--- src/rtl/lcd_cmd_pkg.sv ---
package lcd_cmd_pkg;
  localparam int WORD_W  = 16;
  localparam int OPC_W   = 4;
  localparam int CADDR_W = 6;
  localparam int AADDR_W = 4;

  typedef enum logic {SH_LEFT = 1'b0, SH_RIGHT = 1'b1} shift_dir_e;

  // one step of a modulo-modn counter, up for left, down for right
  function automatic int wrap_step(int cur, shift_dir_e dir, int modn);
    if (dir == SH_RIGHT) return (cur == 0) ? modn - 1 : cur - 1;
    return (cur == modn - 1) ? 0 : cur + 1;
  endfunction
endpackage

--- src/rtl/lcd_cmd_gate.sv ---
module lcd_cmd_gate #(
  parameter logic [3:0] OP_SHIFT    = 4'hC,
  parameter logic [3:0] OP_SETAC    = 4'h2,
  parameter logic [3:0] OP_DISP     = 4'h1,
  parameter logic [3:0] OP_CONTRAST = 4'h5,
  parameter logic [3:0] OP_KEYOUT   = 4'h9,
  parameter logic [3:0] OP_PORT     = 4'hD
) (
  input  logic       valid,
  input  logic [3:0] opcode,
  input  logic       asleep,
  output logic       exec,
  output logic       hit_shift,
  output logic       hit_setac,
  output logic       hit_disp
);
  logic allowed_in_sleep;

  always_comb begin
    allowed_in_sleep = (opcode == OP_DISP) || (opcode == OP_CONTRAST) ||
                       (opcode == OP_KEYOUT) || (opcode == OP_PORT);
    exec      = valid && (!asleep || allowed_in_sleep);
    hit_shift = exec && (opcode == OP_SHIFT);
    hit_setac = exec && (opcode == OP_SETAC);
    hit_disp  = exec && (opcode == OP_DISP);
  end
endmodule

--- src/rtl/lcd_shift_ofs.sv ---
module lcd_shift_ofs #(
  parameter int DISP_W = 60,
  localparam int OFS_W = $clog2(DISP_W)
) (
  input  logic             clk,
  input  logic             rst_n,
  input  logic             step_en,
  input  logic             dir_right,
  output logic [OFS_W-1:0] ofs
);
  import lcd_cmd_pkg::*;

  shift_dir_e dir;
  assign dir = dir_right ? SH_RIGHT : SH_LEFT;

  always_ff @(posedge clk or negedge rst_n) begin
    if (!rst_n)       ofs <= '0;
    else if (step_en) ofs <= OFS_W'(wrap_step(int'(ofs), dir, DISP_W));
  end
endmodule

--- src/rtl/lcd_cmd_decoder.sv ---
module lcd_cmd_decoder #(
  parameter int DISP_W = 60,
  parameter logic [3:0] OP_SHIFT    = 4'hC,
  parameter logic [3:0] OP_SETAC    = 4'h2,
  parameter logic [3:0] OP_DISP     = 4'h1,
  parameter logic [3:0] OP_CONTRAST = 4'h5,
  parameter logic [3:0] OP_KEYOUT   = 4'h9,
  parameter logic [3:0] OP_PORT     = 4'hD,
  localparam int OFS_W = $clog2(DISP_W)
) (
  input  logic             clk,
  input  logic             rst_n,
  input  logic             cmd_valid,
  input  logic [15:0]      cmd_word,
  input  logic             key_scan_active,
  output logic [5:0]       char_addr,
  output logic [3:0]       aux_addr,
  output logic [OFS_W-1:0] main_ofs,
  output logic [OFS_W-1:0] aux_ofs,
  output logic             blank,
  output logic             sleep,
  output logic             osc_en,
  output logic             force_off,
  output logic             exec_stb
);
  import lcd_cmd_pkg::*;

  localparam int OPC_LSB = WORD_W - OPC_W;

  logic [OPC_W-1:0] opcode;
  logic exec_now, hit_shift, hit_setac, hit_disp;
  logic [1:0] plane_sel;
  logic [OFS_W-1:0] plane_ofs [2];

  assign opcode    = cmd_word[WORD_W-1:OPC_LSB];
  assign plane_sel = cmd_word[9:8];   // bit 8 main plane, bit 9 auxiliary plane

  lcd_cmd_gate #(
    .OP_SHIFT(OP_SHIFT), .OP_SETAC(OP_SETAC), .OP_DISP(OP_DISP),
    .OP_CONTRAST(OP_CONTRAST), .OP_KEYOUT(OP_KEYOUT), .OP_PORT(OP_PORT)
  ) gate_i (
    .valid(cmd_valid), .opcode(opcode), .asleep(sleep),
    .exec(exec_now), .hit_shift(hit_shift), .hit_setac(hit_setac), .hit_disp(hit_disp)
  );

  for (genvar p = 0; p < 2; p++) begin : g_plane
    lcd_shift_ofs #(.DISP_W(DISP_W)) ofs_i (
      .clk(clk), .rst_n(rst_n),
      .step_en(hit_shift && plane_sel[p]),
      .dir_right(cmd_word[10]),
      .ofs(plane_ofs[p])
    );
  end

  assign main_ofs = plane_ofs[0];
  assign aux_ofs  = plane_ofs[1];

  always_ff @(posedge clk or negedge rst_n) begin
    if (!rst_n) begin
      char_addr <= '0;
      aux_addr  <= '0;
      blank     <= 1'b1;
      sleep     <= 1'b0;
      exec_stb  <= 1'b0;
    end else begin
      exec_stb <= exec_now;
      if (hit_setac) begin
        char_addr <= cmd_word[CADDR_W-1:0];
        aux_addr  <= cmd_word[8 +: AADDR_W];
      end
      if (hit_disp) begin
        blank <= cmd_word[8];
        sleep <= cmd_word[9];
      end
    end
  end

  assign force_off = blank | sleep;
  assign osc_en    = !sleep | key_scan_active;
endmodule

--- config.mk ---
export PLATFORM = sky130hd
export DESIGN_NAME = lcd_cmd_decoder
export DESIGN_NICKNAME = d
export VERILOG_FILES = /design/src/rtl/lcd_cmd_pkg.sv /design/src/rtl/lcd_cmd_gate.sv /design/src/rtl/lcd_shift_ofs.sv /design/src/rtl/lcd_cmd_decoder.sv
export SDC_FILE = /design/constraint.sdc
export NUM_CORES = 1
export LEC_CHECK = 0
export ABC_AREA = 1
export BUFFER_PORTS_ARGS = -buffer_cell sky130_fd_sc_hd__buf_2
export CELL_PAD_IN_SITES_DETAIL_PLACEMENT = 0
export CELL_PAD_IN_SITES_GLOBAL_PLACEMENT = 1
export CORE_AREA = 2 2 74 76
export CTS_CLUSTER_SIZE = 24
export DETAILED_ROUTE_END_ITERATION = 16
export DIE_AREA = 0 0 76 78
export HOLD_SLACK_MARGIN = 0.1
export PLACE_DENSITY = 0.76
export RECOVER_POWER = 50
export SLEW_MARGIN = 20
export SYNTH_ARGS = -nofsm -noshare
export SYNTH_HDL_FRONTEND = slang
export SYNTH_SLANG_ARGS = --single-unit
--- constraint.sdc ---
create_clock -name clk -period 1.3 [get_ports clk]
set_input_delay 0.26 -clock clk [delete_from_list [all_inputs] [get_ports clk]]
set_output_delay 0.26 -clock clk [all_outputs]
set_load 0.05 [all_outputs]
# Yosys cells after proc, flatten, opt, wreduce, memory -nomap -nowiden
# Index checks and enable logic that the tools add are counted.
# Widths: inputs -> output; s select.
[classes] addsub=4 n_eq_ne=8 n_reduce_logical=13 bitwise=2 mux=12
[ops] operator="$mux 6" n=8
[ops] operator="$add 6x1->6 const B" n=2
[ops] operator="$eq 4x4->1 const B" n=3
[ops] operator="$eq 6x4->1 const B" n=2
[ops] operator="$logic_not 6->1" n=2
[ops] operator="$sub 6x1->6 const B" n=2
[ops] operator="$logic_and 1x1->1" n=6
[ops] operator="$eq 4x1->1 const B" n=1
[ops] operator="$eq 4x2->1 const B" n=1
[ops] operator="$eq 4x3->1 const B" n=1
[ops] operator="$logic_or 1x1->1" n=4
[ops] operator="$mux 1" n=4
[ops] operator="$or 1x1->1" n=2
[ops] operator="$logic_not 1->1" n=1
[totals] input_bits=20 register_bits=25

# Longest topological paths before layout
# Gate-level depths: netlist (run 1).
[logic_depth] ltp_word=10 depth_mapped=10

# By module
# Synthesis (run 1) repeated with hierarchy kept, for this count alone.
[unflattened] cells_unflattened=229 area_unflattened_um2=1659.1
[modules_own_cells] module="lcd_shift_ofs" n_inst=2 cells_each=78 seq_area_each_um2=150.1 area_each_um2=543.0
[modules_own_cells] module="lcd_cmd_decoder" n_inst=1 cells_each=59 seq_area_each_um2=326.6 area_each_um2=511.7
[modules_own_cells] module="lcd_cmd_gate" n_inst=1 cells_each=14 seq_area_each_um2=0.0 area_each_um2=61.3

# Worst setup path before layout (run 1)
# No wires, ideal clock.
[synth_timing] path_type="reg2reg" from="register g_plane[1].ofs_i.ofs[0]" to="register g_plane[1].ofs_i.ofs[5]" period_less_slack_ns=1.667 setup_ns=0.113 required_time_ns=1.187 n_path_buf=0 arrival_ns=1.554 path_stages_with_launch=9 slack_ns=-0.367 cell_sequence="dfrtp_1 > inv_1 > ha_1 > nand4_1 > nor2_1 > nor2_1 > nand3_1 > nand2_1 > inv_1"
[synth_via] elab_chain_len=4 elab_cells_between_ends=8 classes_between="2 x add/sub; 1 x eq/ne; 4 x mux; 1 x reduce/logical"
[synth_rtl] item="from (decl)" line="lcd_shift_ofs.sv:9" text="output logic [OFS_W-1:0] ofs"
[synth_rtl] item="from (signal assigned)" line="lcd_shift_ofs.sv:18" text="else if (step_en) ofs <= OFS_W'(wrap_step(int'(ofs), dir, DISP_W));"
[synth_rtl] item="$sub 6x1->6 or $logic_not 6->1 (tied branches)" line="lcd_cmd_pkg.sv:11" text="if (dir == SH_RIGHT) return (cur == 0) ? modn - 1 : cur - 1;"
[synth_rtl] item="$mux 6 (2 in series)" line="lcd_cmd_pkg.sv:11"
[synth_rtl] item="$mux 6 *" line="lcd_cmd_pkg.sv:12" text="return (cur == modn - 1) ? 0 : cur + 1;"
# Every way passes the cells marked *; elsewhere a longest branch is shown, timed or not.
# A chain may end at the register's enable or synchronous reset.

# Worst setup path after layout (run 1)
[layout_timing] from="register g_plane[0].ofs_i.ofs[0]" to="register g_plane[0].ofs_i.ofs[2]"
[layout_via] elab_chain_len=4 elab_cells_between_ends=8 classes_between="2 x add/sub; 1 x eq/ne; 4 x mux; 1 x reduce/logical"
[layout_rtl] item="from (decl)" line="lcd_shift_ofs.sv:9"
[layout_rtl] item="from (signal assigned)" line="lcd_shift_ofs.sv:18"
[layout_rtl] item="$sub 6x1->6 or $logic_not 6->1 (tied branches)" line="lcd_cmd_pkg.sv:11"
[layout_rtl] item="$mux 6 (2 in series)" line="lcd_cmd_pkg.sv:11"
[layout_rtl] item="$mux 6 *" line="lcd_cmd_pkg.sv:12"
# Marked as above.

==> flow_summary.yaml, run 1 <==
floorplan:
  rows: 26
  die_area_um2: 5930
  die_h_um: 78
  die_w_um: 76
  design.core.area_um2: 5040
  io_pins: 47
  initial_core_util: 0.326
cells_and_area:
  regArea_um2: 646
  final_core_util: 0.520
  nNetsFinal: 329
  synthToLayoutAreaGrowth_pct: 59.8
  multi_input_area_um2: 1050
  drive_above_1_share: 0.500
  fill_cells: 487
  n_antenna_cell: 0
yosys:
  synth-seq-cells: 25
  yosysWarnings: 0
  async_reset_ff_frac: 1.00
  syn-cell-area_um2: 1640
  netlist_instances: 221
  avgSynthCellArea_um2: 7.43
  ys_types: 29
  ys_seq_area_frac: 0.382
  synth_ff_type: "dfrtp_1"
  syn_nets: 247
  synth-edff-count: 0
timing:
  skew_ns: 0.00599
  slew_headroom: 0.560
  hold_viol_final: 0
  maxSlewViolCount: 0
  rsz0062_at_grt: "yes"
  max_freq_ghz: 0.718
  setup_violations: 20
  final.setup.worst_slack_ns: -0.0925
  worstMarginPinSlew_ns: 0.660
  final.setup.tns_ns: -1.04
  min_period_ns: 1.39
  min_period_over_period: 1.07
  hold_ws_ns: 0.185
worst_setup_path:
  startpoint_type: "flop"
  cpMostUsedCell: "nand2_1"
  cp.arrival_ns: 1.58
  path_max_fanout: 5
  critPathKind: "reg -> reg"
  reg2reg_depth: 7
  critical_path.slowest_cell: "dfrtp_4"
  end_kind: "flop"
  rrSetupSlack_ns: -0.09
  cpPeakStageDelay_ns: 0.53
  r2r_end: "g_plane[0].ofs_i.ofs[2]"
  regToRegStartpoint: "g_plane[0].ofs_i.ofs[0]"
  worstPathRequired_ns: 1.48
  worstPathCellList: "inv_4, ha_4, nand4_1, nand3_1, nand2_1, nand2_1, o21ai_1"
status:
  failed_checks: "negative setup slack"
  status: "finished, violations left"
global_routing:
  groute.usage.overall: 0.151
  grt_max_degree: 26
  grt_pass1_wl_mm: 7.28
  grt_pass1_vias: 1558
  grt_overflow: 0
  grt_antenna_before_repair: 0
clock_tree:
  clkTransAtPathRegs_ns: 0.11
  cts_sinks: 25
  insertion_delay_ns: 0.29
  cts_max_path_buffers: 2
  clk_root_buffer_cell: "clkbuf_8"
  h-tree-depth: 1
  cts_tree: "yes"
  numCtsBuffers: 3
worst_hold_path:
  whs_path_depth: 3
  hold_end: "char_addr[3]"
  min_from: "cmd_word[3]"
  hold_path.class: "in -> reg"
routing:
  wl_per_cell_um: 12.1
  routed_wl_mm: 4.52
  vias: 1662
  first_iter_violations: 25
  drt_pass1_iterations: 4
  via_per_inst: 4.47
  drtAntennaViolNets: 0
  drc_errors: 0
power:
  leakagePower_nw: 1.30
  power_frac_clock: 0.133
  powerDensity_nw_per_um2: 1520
  power_switching_mw: 1.87
  p_seq_frac: 0.299
  power.share.switching: 0.471
  p_int_mw: 2.11
  totalPowerFinal_mw: 3.98
  comb_power_share: 0.568
  irDropWorstVdd_uv: 801
job:
  timing.max_cap.violations: 0
placement:
  io_buffers: 44
  dp_hpwl_mm: 3.13
  gp_congestion: 0.849
  place_worst_setup_slack_ns: -0.0746
## cell usage in the layout, fill, tap and decap left out, types with 4 or more instances in the layout
cell type	n
o21ai_0	8
nand2_2	7
buf_6	8
inv_2	4
nor2_2	5
dfrtp_2	12
dfrtp_1	11
nand2_4	6
buf_4	26
xor2_1	6
o21ai_2	5
buf_2	34
a21oi_2	5
nor2_1	11
o21ai_1	9
nand3_2	4
buf_8	5
nand4_1	5
nand2_1	52
inv_1	24
nand3_1	17
ha_4	6
## cell families (layout without fill, tap and decap cells)
| logic type | after synthesis | count (layout) | share of synthesized area |
|---|---|---|---|
| buf+inv | 37 | 118 | 0.0998 |
| compound gates | 31 | 31 | 0.107 |
| xor+xnor | 9 | 9 | 0.0480 |
| flops | 25 | 25 | 0.382 |
| simple gates | 113 | 113 | 0.318 |
| fa+ha+maj | 6 | 6 | 0.0457 |
## worst max-delay path, delay by kind of cell, from the launching register on
kind                     cells  cell delay, ns
AO/OA/AOI/OAI                1            0.06
AND/OR/NAND/NOR              4            0.50
buffers and inverters        1            0.09
adder cells (fa/ha/maj)      1            0.12
flip-flops                   1            0.53
## state kept, by name, summed over array words and instances, names as in the netlist
signal             cells
sleep                  1
g_plane.ofs_i.ofs     12
blank                  1
char_addr              6
aux_addr               4
exec_stb               1
## per-stage QoR
step                      cells  cell area (um2)
after floorplan             221             1750
after global placement      355             2220
after detailed placement    355             2220
after CTS                   364             2420
after global routing        372             2620
final                       372             2620
## final cells by class
type	instances	area share
clock buffers	3	0.0157
clock inverters	1	0.00334
inverters	32	0.0491
flip-flops and latches	25	0.246
repair buffers	82	0.251
multi-input cells	159	0.402
well taps	70	0.0334
## worst max path at each step
stage / from / endpoint / slack, ns / cells after the start
2_1_floorplan: g_plane[1].ofs_i.ofs[0] / g_plane[1].ofs_i.ofs[5] / -0.07 / 8
4_1_cts: g_plane[0].ofs_i.ofs[0] / g_plane[0].ofs_i.ofs[2] / -0.08 / 7
3_5_place_dp: g_plane[0].ofs_i.ofs[0] / g_plane[0].ofs_i.ofs[2] / -0.07 / 7
5_1_grt: g_plane[0].ofs_i.ofs[0] / g_plane[0].ofs_i.ofs[2] / -0.19 / 7
6_report: g_plane[0].ofs_i.ofs[0] / g_plane[0].ofs_i.ofs[2] / -0.09 / 7
3_3_place_gp: g_plane[0].ofs_i.ofs[0] / g_plane[0].ofs_i.ofs[2] / -0.05 / 7
## power groups by stage
| stage | combinational [mW] | clock (mW) | sequential (mW) |
|---|---|---|---|
| after CTS | 2.11 | 0.536 | 1.17 |
| final | 2.26 | 0.531 | 1.19 |
| after detailed placement | 1.88 | 0 | 1.18 |
| after global placement | 1.87 | 0 | 1.18 |
| after floorplan | 0.793 | 0 | 1.71 |
| after global routing | 2.45 | 0.568 | 1.21 |
## routing by layer
metal / vias to the layer above / routed length [um] / GRT usage
met5: - / 0 / 0
met4: 0 / 55 / 0.0636
met1: 756 / 2050 / 0.197
met2: 32 / 2270 / 0.251
met3: 4 / 138 / 0.0221
li1: 870 / - / -
## synthesized netlist by cell type, types with 2 or more instances
cell type	count	area (um2)
nand2_1	64	240
inv_1	28	105
dfrtp_1	24	601
nand3_1	20	100
nor2_1	14	52.6
o21ai_1	11	55.1
o21ai_0	10	50.1
a21oi_1	7	35.0
ha_1	6	75.1
xor2_1	6	52.6
nand4_1	5	31.3
inv_2	3	11.3
xnor2_1	3	26.3
buf_4	2	15.0
buf_6	2	22.5
nor2_2	2	12.5
nor2_4	2	22.5
## timing repair
action | 4_1_cts | 5_1_grt
hold buffers | 1 | 0
endpoints found under the hold margin | 24 | 0
resized for setup | 28 | 35
pin swaps | 9 | 7
setup buffers | 4 | 6
cloned | 0 | 3
setup endpoints to repair | 15 | 31
Power figures use the tool's default switching activity.
==> run 2, diff against run 1 <==
--- a/config.mk
+++ b/config.mk
@@ -14,4 +14,5 @@
 export DETAILED_ROUTE_END_ITERATION = 16
 export DIE_AREA = 0 0 76 78
+export GPL_TIMING_DRIVEN = 0
 export HOLD_SLACK_MARGIN = 0.1
 export PLACE_DENSITY = 0.76
==> constraint.sdc (replaced) <==
create_clock -name clk -period 1.3 [get_ports clk]
set_input_delay 0.26 -clock clk [delete_from_list [all_inputs] [get_ports clk]]
set_output_delay 0.26 -clock clk [all_outputs]
set_load 0.01 [all_outputs]
==> run 2 against run 1 <==
  * The flow still finishes with violations (negative setup slack)
  * Cell count is 2.7% lower
  * First-iteration DRC count is 120% higher
  * Worst hold slack better by 0.018 ns
  * Sequential power is 5% lower
  * Maximum frequency is 3.9% higher
  * Combinational power is 31% lower
  * Global-route usage hardly changed
  * Critical path depth is 2 higher
  * Design area is 9.0% lower
  * Critical path type unchanged
==> flow_summary.yaml, run 2 (synthesis gave the netlist of run 1 again) <==
worst_setup_path:
  cp.arrival_ns: 1.51
  critPathKind: "reg -> reg"
  startpoint_type: "flop"
  worstPathCellList: "inv_2, buf_6, ha_4, nand4_1, buf_6, nand3_1, nand2_1, nand2_1, o21ai_1"
  r2r_end: "g_plane[0].ofs_i.ofs[2]"
  path_max_fanout: 4
  regToRegStartpoint: "g_plane[0].ofs_i.ofs[1]"
  cpPeakStageDelay_ns: 0.44
  rrSetupSlack_ns: -0.04
  critical_path.slowest_cell: "dfrtp_2"
  end_kind: "flop"
  worstPathRequired_ns: 1.47
  reg2reg_depth: 9
floorplan:
  io_pins: 47
  design.core.area_um2: 5040
  rows: 26
  die_area_um2: 5930
  initial_core_util: 0.326
  die_w_um: 76
  die_h_um: 78
power:
  totalPowerFinal_mw: 3.18
  leakagePower_nw: 1.20
  irDropWorstVdd_uv: 888
  powerDensity_nw_per_um2: 1330
global_routing:
  groute.usage.overall: 0.151
  grt_pass1_wl_mm: 7.34
  grt_pass1_vias: 1592
  grt_overflow: 0
  grt_antenna_before_repair: 0
  grt_max_degree: 26
cells_and_area:
  drive_above_1_share: 0.438
  reg_top3: "g_plane.ofs_i.ofs x12, char_addr x6, aux_addr x4"
  final_common_cell: "nand2_1"
  layout_common_cells: "nand2_1 (54), buf_2 (41), inv_1 (24), dfrtp_1 (17)"
  synthToLayoutAreaGrowth_pct: 45.4
  n_antenna_cell: 0
  top_register: "g_plane.ofs_i.ofs"
  largest_reg_flops: 12
  nNetsFinal: 319
clock_tree:
  clk_root_buffer_cell: "clkbuf_8"
  numCtsBuffers: 3
  cts_max_path_buffers: 2
  cts_tree: "yes"
  clkTransAtPathRegs_ns: 0.10
  cts_sinks: 25
  insertion_delay_ns: 0.27
  h-tree-depth: 1
timing:
  rsz0062_at_grt: "yes"
  max_freq_ghz: 0.746
  slew_headroom: 0.550
  hold_ws_ns: 0.203
  hold_viol_final: 0
  worstMarginPinSlew_ns: 0.674
  skew_ns: 0.00711
  final.setup.worst_slack_ns: -0.0402
  min_period_ns: 1.34
  setup_violations: 7
  min_period_over_period: 1.03
  maxSlewViolCount: 0
routing:
  wl_per_cell_um: 12.2
  routed_wl_mm: 4.41
  via_per_inst: 4.59
  vias: 1662
  drt_pass1_iterations: 4
  drtAntennaViolNets: 0
  drc_errors: 0
  first_iter_violations: 55
worst_hold_path:
  whs_path_depth: 3
  hold_end: "char_addr[5]"
  min_from: "cmd_word[5]"
  hold_path.class: "in -> reg"
placement:
  io_buffers: 44
  place_worst_setup_slack_ns: -0.168
  gp_congestion: 0.799
  dp_hpwl_mm: 2.86
status:
  status: "finished, violations left"
  failed_checks: "negative setup slack"
job:
  timing.max_cap.violations: 0
[run 2: cell count changes in the layout (fill, tap and decap cells not counted), moves of 3 or more]
cell      before  now
nand2_4        6    1
a21oi_2        5    2
dfrtp_1       11   17
a21oi_1        2    5
buf_2         34   41
clkbuf_4       3    0
buf_8          5    1
nand2_2        7   10
dfrtp_2       12    7
ha_4           6    3
buf_6          8   11
buf_4         26   16
[run 2: stage by stage]
step | util | cell area [um2] | std cells | setup TNS [ns]
finish | 0.473 | 2390 | 362 | -0.177
global route | 0.473 | 2390 | 362 | -1.61
CTS | 0.445 | 2240 | 359 | -0.0891
detailed placement | 0.387 | 1950 | 335 | -1.00
global placement | 0.387 | 1950 | 335 | -0.999
floorplan | - | 1640 | 221 | 0
[run 2: final cells by class]
type,instances,area (um2)
fillers,512,2660
clock buffers,3,41.3
clock inverters,1,7.51
multi-input cells,159,1000
flip-flops and latches,25,636
well taps,70,87.6
inverters,32,130
plain buffers,5,50.0
repair buffers,67,433
[run 2: timing repair]
item | 4_1_cts | 5_1_grt
setup endpoints to repair | 11 | 25
setup buffers | 19 | 2
resized for setup | 25 | 40
hold endpoints to repair | 24 | 0
cloned | 0 | 1
hold buffers | 1 | 0
pin swaps | 19 | 15
[run 2: critical path, delay by kind of cell (launching register included)]
kind,cells,cell delay [ns]
flops,1,0.44
compound gates,1,0.05
buf+inv,3,0.33
simple gates,4,0.29
fa+ha+maj,1,0.12
[run 2: power by group]
group          switching, mW  leakage (nW)  total (mW)  internal, mW
combinational          0.803         0.882        1.56         0.756
sequential             0.180         0.295        1.13         0.950
clock                  0.270        0.0217       0.487         0.218
total                   1.25          1.20        3.18          1.92
[run 2: metal layers]
| layer | part of all wire | wire (um) | track usage | vias to the layer above |
|---|---|---|---|---|
| li1 | - | - | - | 851 |
| met1 | 0.43 | 1920 | 0.183 | 769 |
| met2 | 0.52 | 2290 | 0.286 | 38 |
| met3 | 0.035 | 156 | 0.0279 | 4 |
| met4 | 0.012 | 51 | 0.0218 | 0 |
| met5 | 0 | 0 | 0 | - |
[run 2: worst max-delay path by stage]
stage,from,end,slack (ns),depth (start not counted)
after floorplan,g_plane[0].ofs_i.ofs[0],g_plane[0].ofs_i.ofs[3],0.001,8
after CTS,g_plane[1].ofs_i.ofs[0],g_plane[1].ofs_i.ofs[5],-0.03,8
after global routing,g_plane[1].ofs_i.ofs[0],g_plane[1].ofs_i.ofs[5],-0.14,8
after global placement,g_plane[0].ofs_i.ofs[0],g_plane[0].ofs_i.ofs[3],-0.15,8
after detailed placement,g_plane[0].ofs_i.ofs[0],g_plane[0].ofs_i.ofs[3],-0.17,8
final,g_plane[0].ofs_i.ofs[1],g_plane[0].ofs_i.ofs[2],-0.04,9
